`config.mk`:
```
export PLATFORM = sky130hd
export DESIGN_NAME = trap_target_resolver
export DESIGN_NICKNAME = d
export VERILOG_FILES = /design/src/rtl/trap_priv_pkg.sv /design/src/rtl/trap_deleg_pick.sv /design/src/rtl/trap_lvl1_resolve.sv /design/src/rtl/trap_lvl2_resolve.sv /design/src/rtl/trap_target_resolver.sv
export SDC_FILE = /design/constraint.sdc
export NUM_CORES = 1
export LEC_CHECK = 0
export ABC_AREA = 1
export CAP_MARGIN = 0
export CORE_MARGIN = 4
export CORE_UTILIZATION = 33
export DETAILED_ROUTE_END_ITERATION = 7
export DONT_BUFFER_PORTS = 1
export GPL_ROUTABILITY_DRIVEN = 1
export GPL_TIMING_DRIVEN = 0
export SYNTH_ARGS = -nofsm -noshare
export SYNTH_HDL_FRONTEND = slang
export SYNTH_SLANG_ARGS = --single-unit
```
`constraint.sdc`:
```
create_clock -name clk_i -period 2.1 [get_ports clk_i]
set_input_delay 0.21 -clock clk_i [delete_from_list [all_inputs] [get_ports clk_i]]
set_output_delay 0.21 -clock clk_i [all_outputs]
set_load 0.005 [all_outputs]
```
`src/rtl/trap_priv_pkg.sv`:
```
// Shared privilege encoding for the trap target resolver.
package trap_priv_pkg;
    typedef enum logic [1:0] {
        PRIV_U    = 2'b00,
        PRIV_S    = 2'b01,
        PRIV_RSVD = 2'b10,
        PRIV_M    = 2'b11
    } priv_e;
endpackage

```
`src/rtl/trap_deleg_pick.sv`:
```
// Picks the machine and supervisor delegation bits for one trap.
// Assumes: cause is a plain bit index; the interrupt flag chooses the
// register pair. Built as decoded one-hot AND-OR so depth is log2(width).
module trap_deleg_pick #(
    parameter int CAUSE_W = 6,
    localparam int DELEG_W = 1 << CAUSE_W
) (
    input  logic               is_irq,
    input  logic [CAUSE_W-1:0] cause,
    input  logic [DELEG_W-1:0] m_ideleg,
    input  logic [DELEG_W-1:0] m_edeleg,
    input  logic [DELEG_W-1:0] s_ideleg,
    input  logic [DELEG_W-1:0] s_edeleg,
    output logic               m_bit,
    output logic               s_bit
);
    logic [DELEG_W-1:0] m_sel, s_sel, dec, m_hit, s_hit;

    // Pick the register pair that matches the trap class.
    always_comb begin
        m_sel = is_irq ? m_ideleg : m_edeleg;
        s_sel = is_irq ? s_ideleg : s_edeleg;
    end

    // One-hot decode of the cause gated onto each register bit.
    for (genvar gi = 0; gi < DELEG_W; gi++) begin : g_bit
        assign dec[gi]   = (cause == CAUSE_W'(gi));
        assign m_hit[gi] = m_sel[gi] & dec[gi];
        assign s_hit[gi] = s_sel[gi] & dec[gi];
    end

    assign m_bit = |m_hit;
    assign s_bit = |s_hit;

    // decode is one-hot for every cause value.
    always_comb begin
        a_r9_onehot_decode: assert ($onehot(dec) || $isunknown(cause));
    end
endmodule

```
`src/rtl/trap_lvl1_resolve.sv`:
```
// First-level decision from the machine delegation bit.
// Assumes: anything other than machine counts as below machine; falls back
// supervisor -> user -> machine by which optional levels exist.
module trap_lvl1_resolve
    import trap_priv_pkg::*;
(
    input  priv_e cur_priv,
    input  logic  m_bit,
    input  logic  has_smode,
    input  logic  has_utrap,
    output priv_e first_tgt
);
    // Choose the first-level target with the fallback chain.
    always_comb begin
        first_tgt = PRIV_M;
        if (cur_priv != PRIV_M && m_bit) begin
            if (has_smode)      first_tgt = PRIV_S;
            else if (has_utrap) first_tgt = PRIV_U;
            else                first_tgt = PRIV_M;
        end
    end
endmodule

```
`src/rtl/trap_lvl2_resolve.sv`:
```
// Second-level override from the supervisor delegation bit.
// Assumes: only applies from user mode with both optional levels present.
module trap_lvl2_resolve
    import trap_priv_pkg::*;
(
    input  priv_e cur_priv,
    input  logic  s_bit,
    input  logic  has_smode,
    input  logic  has_utrap,
    input  priv_e first_tgt,
    output priv_e final_tgt
);
    logic take_user;

    // Decide whether the override fires.
    always_comb take_user = (cur_priv == PRIV_U) && has_smode && has_utrap && s_bit;

    // Apply the override on top of the first-level result.
    always_comb final_tgt = take_user ? PRIV_U : first_tgt;
endmodule

```
`src/rtl/trap_target_resolver.sv`:
```
// Top: resolves trap target privilege and captures it on a trap strobe.
// Assumes: all inputs are stable around the capturing edge; synchronous
// active-low reset puts the captured target at machine mode.
module trap_target_resolver
    import trap_priv_pkg::*;
#(
    parameter int CAUSE_W = 6,
    localparam int DELEG_W = 1 << CAUSE_W
) (
    input  logic               clk_i,
    input  logic               rst_ni,
    input  logic               trap_valid_i,
    input  logic [1:0]         cur_priv_i,
    input  logic               is_irq_i,
    input  logic [CAUSE_W-1:0] cause_i,
    input  logic [DELEG_W-1:0] m_ideleg_i,
    input  logic [DELEG_W-1:0] m_edeleg_i,
    input  logic [DELEG_W-1:0] s_ideleg_i,
    input  logic [DELEG_W-1:0] s_edeleg_i,
    input  logic               has_smode_i,
    input  logic               has_utrap_i,
    output logic [1:0]         target_comb_o,
    output logic [1:0]         target_q_o
);
    priv_e cur_priv, first_tgt, final_tgt, tgt_q;
    logic  m_bit, s_bit;

    assign cur_priv = priv_e'(cur_priv_i);

    trap_deleg_pick #(.CAUSE_W(CAUSE_W)) u_pick (
        .is_irq   (is_irq_i),
        .cause    (cause_i),
        .m_ideleg (m_ideleg_i),
        .m_edeleg (m_edeleg_i),
        .s_ideleg (s_ideleg_i),
        .s_edeleg (s_edeleg_i),
        .m_bit    (m_bit),
        .s_bit    (s_bit)
    );

    trap_lvl1_resolve u_lvl1 (
        .cur_priv  (cur_priv),
        .m_bit     (m_bit),
        .has_smode (has_smode_i),
        .has_utrap (has_utrap_i),
        .first_tgt (first_tgt)
    );

    trap_lvl2_resolve u_lvl2 (
        .cur_priv  (cur_priv),
        .s_bit     (s_bit),
        .has_smode (has_smode_i),
        .has_utrap (has_utrap_i),
        .first_tgt (first_tgt),
        .final_tgt (final_tgt)
    );

    // Capture the resolved target on the trap strobe.
    always_ff @(posedge clk_i) begin
        if (!rst_ni)           tgt_q <= PRIV_M;
        else if (trap_valid_i) tgt_q <= final_tgt;
    end

    assign target_comb_o = final_tgt;
    assign target_q_o    = tgt_q;

    // machine mode never hands a trap downward.
    a_r3_machine_keeps: assert property (@(posedge clk_i) disable iff (!rst_ni)
        (cur_priv_i == 2'b11) |-> (target_comb_o == 2'b11));
    // a supervisor target needs supervisor mode present.
    a_r4_smode_needed: assert property (@(posedge clk_i) disable iff (!rst_ni)
        (target_comb_o == 2'b01) |-> has_smode_i);
    // a user target needs user-level traps present.
    a_r5_utrap_needed: assert property (@(posedge clk_i) disable iff (!rst_ni)
        (target_comb_o == 2'b00) |-> has_utrap_i);
    // reserved encoding never produced.
    a_r6_no_reserved: assert property (@(posedge clk_i) disable iff (!rst_ni)
        target_comb_o != 2'b10);
    // capture on strobe.
    a_r10_capture: assert property (@(posedge clk_i) disable iff (!rst_ni)
        trap_valid_i |=> (target_q_o == $past(target_comb_o)));
    // hold without strobe.
    a_r10_hold: assert property (@(posedge clk_i) disable iff (!rst_ni)
        (!trap_valid_i && $past(rst_ni)) |=> $stable(target_q_o));
endmodule

```
# [Word-level counts from Yosys, hierarchy flattened]
# Index checks and enable logic that the tools add are counted.
[totals] reg_bits=2 in_bits=270 out_inout_bits=4 word_cells=207
[op_classes] n_eq_ne=64 muxes=6 bitwise=128 n_reduce_logical=8
[op_table] operator="equality test 6 bit (second input constant)" count=32
[op_table] operator="AND 1 bit" count=128
[op_table] operator="2-to-1 mux 64 bit" count=2
[op_table] operator="OR reduction 64 bit" count=2
[op_table] operator="equality test 6 x 5 -> 1 bit (second input constant)" count=16
[op_table] operator="equality test 6 x 4 -> 1 bit (second input constant)" count=8
[op_table] operator="equality test 6 x 3 -> 1 bit (second input constant)" count=4
[op_table] operator="equality test 6 x 2 -> 1 bit (second input constant)" count=2
[op_table] operator="2-to-1 mux 2 bit" count=4
[op_table] operator="equality test 6 x 1 -> 1 bit (second input constant)" count=1
[op_table] operator="zero test 6 bit" count=1
[op_table] operator="logical AND 1 bit" count=4
[op_table] operator="zero test 2 bit" count=1
[op_table] operator="inequality test 2 bit (second input constant)" count=1

# [Logic depth before layout (Yosys ltp)]
[logic_depth] depth_word=6 mapped_depth=16 ltp_nobuf=14

# [Hierarchy]
# Synthesis repeated with hierarchy kept, for this count alone.
[unflattened] cells_unflattened=802 hier_area_um2=3326.9
[modules_own_cells] mod="trap_deleg_pick" n_inst=1 cells_per_inst=778 area_per_inst_um2=3184.3 seq_area_each_um2=0.0
[modules_own_cells] mod="trap_target_resolver" n_inst=1 cells_per_inst=9 area_per_inst_um2=68.8 seq_area_each_um2=40.0
[modules_own_cells] mod="trap_lvl2_resolve" n_inst=1 cells_per_inst=9 area_per_inst_um2=42.5 seq_area_each_um2=0.0
[modules_own_cells] mod="trap_lvl1_resolve" n_inst=1 cells_per_inst=6 area_per_inst_um2=31.3 seq_area_each_um2=0.0

# [Least setup slack after synthesis]
# Ideal clock, no wire load.
[synth_timing] path_type="input port to output port" start="input is_irq_i" end="output target_comb_o[0]" t_arrival_ns=1.399 required_time_ns=1.890 slack_ns=0.491 stages=15 n_path_buf=3 cell_sequence="buf_4 > inv_2 > buf_6 > buf_2 > a21oi_1 > nor2_1 > nor2_1 > nand2_1 > nor2_1 > nand2_1 > nor2_1 > nand2_1 > nand3_1 > nand2_1 > inv_1"
[synth_between] elab_chain_cells=6 elab_cells_between_ends=136 cone_classes="4 x mux; 128 x bitwise; 4 x reduce/logical"
[synth_rtl] item="from (decl)" line_no="trap_target_resolver.sv:14" rtl="input logic is_irq_i,"
[synth_rtl] item="2-to-1 mux 64 bit" line_no="trap_deleg_pick.sv:21" rtl="m_sel = is_irq ? m_ideleg : m_edeleg;"
[synth_rtl] item="AND 1 bit" line_no="trap_deleg_pick.sv:28" rtl="assign m_hit[gi] = m_sel[gi] & dec[gi];"
[synth_rtl] item="OR reduction 64 bit" line_no="trap_deleg_pick.sv:32" rtl="assign m_bit = |m_hit;"
[synth_rtl] item="logical AND 1 bit" line_no="trap_lvl1_resolve.sv:16" rtl="if (cur_priv != PRIV_M && m_bit) begin"
[synth_rtl] item="2-to-1 mux 2 bit" line_no="trap_lvl1_resolve.sv:16"
[synth_rtl] item="2-to-1 mux 2 bit *" line_no="trap_lvl2_resolve.sv:19" rtl="always_comb final_tgt = take_user ? PRIV_U : first_tgt;"
[synth_rtl] item="to (decl)" line_no="trap_target_resolver.sv:22" rtl="output logic [1:0] target_comb_o,"
# Every way passes the cells marked *; elsewhere a longest branch is shown, timed or not.

# [Final worst setup path]
[layout_timing] start="input cause_i[2]" end="output target_comb_o[1]"
[layout_between] elab_chain_cells=6 elab_cells_between_ends=198 cone_classes="63 x eq/ne; 2 x mux; 128 x bitwise; 5 x reduce/logical"
[layout_rtl] item="from (decl)" line_no="trap_target_resolver.sv:15" rtl="input logic [CAUSE_W-1:0] cause_i,"
[layout_rtl] item="equality test 6 x 1 -> 1 bit (tied with other cells)" line_no="trap_deleg_pick.sv:27" rtl="assign dec[gi] = (cause == CAUSE_W'(gi));"
[layout_rtl] item="AND 1 bit" line_no="trap_deleg_pick.sv:28"
[layout_rtl] item="OR reduction 64 bit" line_no="trap_deleg_pick.sv:32"
[layout_rtl] item="logical AND 1 bit" line_no="trap_lvl1_resolve.sv:16"
[layout_rtl] item="2-to-1 mux 2 bit" line_no="trap_lvl1_resolve.sv:16"
[layout_rtl] item="2-to-1 mux 2 bit *" line_no="trap_lvl2_resolve.sv:19"
# Marks and branches as above.

==> flow_metrics.env <==
export IMPL_seq_area_um2=40.0
export IMPL_ys_seq_area_share_pct=1.26
export IMPL_cp_depth=14
export IMPL_syn_to_final_growth_pct=9.11
export IMPL_grt_pass1_vias=4269
export IMPL_clockBufferDepth=2
export IMPL_drt_vias_per_instance=5.23
export IMPL_ir_worst_vdd_mv=0.335
export IMPL_setup_viol=0
export IMPL_async_reset_ff_share_pct=0
export IMPL_pin_count=274
export IMPL_initial_core_util_pct=34.2
export IMPL_overflow=0
export IMPL_hp_class="primary input to flip-flop"
export IMPL_antenna_cells=0
export IMPL_yosys_cell_count_top_type="nand2_1"
export IMPL_reg2reg_to="target_q_o[0]"
export IMPL_clock_latency_ps=200
export IMPL_drc=0
export IMPL_cp_slowest_cell="nor2_1"
export IMPL_final_core_util_pct=37.3
export IMPL_crit_family="simple AND/OR/NAND/NOR gates"
export IMPL_synthCells=757
export IMPL_core_area_um2=9330
export IMPL_p_leak_nw=2.06
export IMPL_timing_final_crit_share_pct=94.9
export IMPL_avgSynthCellArea_um2=4.21
export IMPL_synth_top_area_share_pct=48.2
export IMPL_cp_end_kind="output pin"
export IMPL_track_usage_pct=26.4
export IMPL_pre_cts_ws_ps=-61.4
export IMPL_wl_um=16300
export IMPL_place_congestion=0.901
export IMPL_worstSetupStartpoint="cause_i[2]"
export IMPL_cpPeakStageDelay_ps=540
export IMPL_fin_skew_ps=0
export IMPL_powerDensity_nw_per_um2=206
export IMPL_antenna_found_initial=0
export IMPL_cts_made_buffers=3
export IMPL_port_buffers=0
export IMPL_drive_gt1_share_pct=7.11
export IMPL_synth_fp_nets=1027
export IMPL_wl_per_cell_um=18.3
export IMPL_synth_edf_count=0
export IMPL_die_x_um=106
export IMPL_worstHoldPathCells=2
export IMPL_hpwl_um=13600
export IMPL_cp_num_buf_inv=3
export IMPL_synth_area_leaders="nand2_1 (48%), nand3_1 (19%), nor2_1 (11%)"
export IMPL_rr_startpoint="target_q_o[0]"
export IMPL_multiInputGateArea_um2=2810
export IMPL_critPathRequiredTime_ps=1890
export IMPL_htree_levels=1
export IMPL_setup_slack_ps=107
export IMPL_crit_end="target_comb_o[1]"
export IMPL_crit_chain="inv_1, nand2_1, nor2_1, nand3_1, nand2_1, inv_1, nand2_1, nor2_1, nand2_1, nor2_1, nand2_2, nand3_1, nand2_1, inv_1"
export IMPL_synth_seq_cells=2
export IMPL_r2r_cells=2
export IMPL_cts_root_buf="clkbuf_8"
export IMPL_status="finished clean"
export IMPL_max_freq_mhz=502
export IMPL_row_count=35
export IMPL_clock_sinks=2
export IMPL_synth_flop_cell="dfxtp_1"
export IMPL_synthTopCellsByCount="nand2_1 (409), nand3_1 (121), nor2_1 (94), inv_1 (45), buf_2 (24)"
export IMPL_die_h_um=106
export IMPL_largest_register_ffs=2
export IMPL_drt_iter0_markers=380
export IMPL_synth_area_um2=3190
export IMPL_path_class="primary input to output pin"
export IMPL_vias=4652
export IMPL_grt_max_degree=11
export IMPL_tightest_slew_ps=637
export IMPL_drt_first_pass_iters=5
export IMPL_finalCriticalPeriod_ps=1990
export IMPL_grt_pass1_wl_um=23200
export IMPL_holdBufCountCts=0
export IMPL_clkTransAtPathRegs_ps=30
export IMPL_die_area_um2=11300
export IMPL_max_slew_margin_pct=57.4
export IMPL_yosys_warnings=0
export IMPL_nFillCells=1161
export IMPL_finalHoldViolCount=0
export IMPL_maxSlewViolCount=0
export IMPL_rsz0062_at_grt="no"
export IMPL_synth_cell_types=16
export IMPL_critPathMaxFanout=5
export IMPL_cts_tree="yes"
export IMPL_arrival_ps=1780
export IMPL_num_nets_final=1032
export IMPL_synth_area_leader_cell="nand2_1"
export IMPL_r2r_setup_slack_ps=1460
export IMPL_cap_violations=0
export IMPL_crit_top_cell="nand2_1"
export IMPL_ant_nets=0
export IMPL_start_kind="primary input"
[layer usage]
layer | wire length, µm | global-route usage [%] | share of wire [%] | vias to the layer above
met3 | 1670 | 5.53 | 10 | 8
met4 | 96 | 2.31 | 0.59 | 0
li1 | - | - | - | 2361
met1 | 6790 | 34.4 | 42 | 2042
met2 | 7740 | 46.3 | 48 | 241
met5 | 0 | 0 | 0 | -
[worst min-delay path by stage]
stage,from,endpoint,slack [ps]
CTS,trap_valid_i,target_q_o[0],150
floorplan,trap_valid_i,target_q_o[0],340
global placement,trap_valid_i,target_q_o[0],350
finish,trap_valid_i,target_q_o[1],150
global route,trap_valid_i,target_q_o[1],150
detailed placement,trap_valid_i,target_q_o[0],360
[through the flow]
stage                     power (mW)  std cells  cell area (µm²)  hold WS [ps]  TNS (ps)
after floorplan                0.409        757             3190           341         0
after global placement         0.544        886             3350           351      -163
after detailed placement       0.547        886             3350           356      -120
after CTS                      0.701        889             3410           147         0
after global routing           0.794        889             3480           147         0
final                          0.717        889             3480           146         0
[repair_timing]
item | in CTS | in global routing
pin swaps | 0 | 3
setup endpoints to repair | 2 | 2
cloned | 0 | 0
buffers inserted | 0 | 0
gates resized for setup | 7 | 39
[worst reg2reg max path, stage by stage, from the launching register on]
cell	delay [ps]
dfxtp_1	310
a21oi_1	150
nand2_1	60
[placed cells by master, fill, tap and decap left out, types with 6 or more instances in the layout]
master and count:
nand3_1 121, clkbuf_1 8, nand2_1 407, buf_6 6, nand4_1 10, nor2_2 13, a21oi_1 12, buf_2 16
and2_0 9, nor2_1 80, inv_1 45
[final cells by class]
type | instances | share of cell area [%]
Tap cell | 129 | 4.64
Inverter | 46 | 5.04
Multi-Input combinational cell | 668 | 80.8
Sequential cell | 2 | 1.15
Buffer | 41 | 7.20
Clock buffer | 3 | 1.19
[logic make-up (layout without fill, tap and decap cells)]
kind of cell	Yosys count	count (layout)	synth area share, %
simple gates	649	649	83.2
buf+inv	87	90	12.1
compound gates	19	19	3.45
flops	2	2	1.26
[where the power goes]
group | internal, mW | switching (mW)
Sequential | 0.0413 | 0.00204
Combinational | 0.169 | 0.358
Clock | 0.121 | 0.0254
Total | 0.331 | 0.386
(Power assumes the default switching activity.)
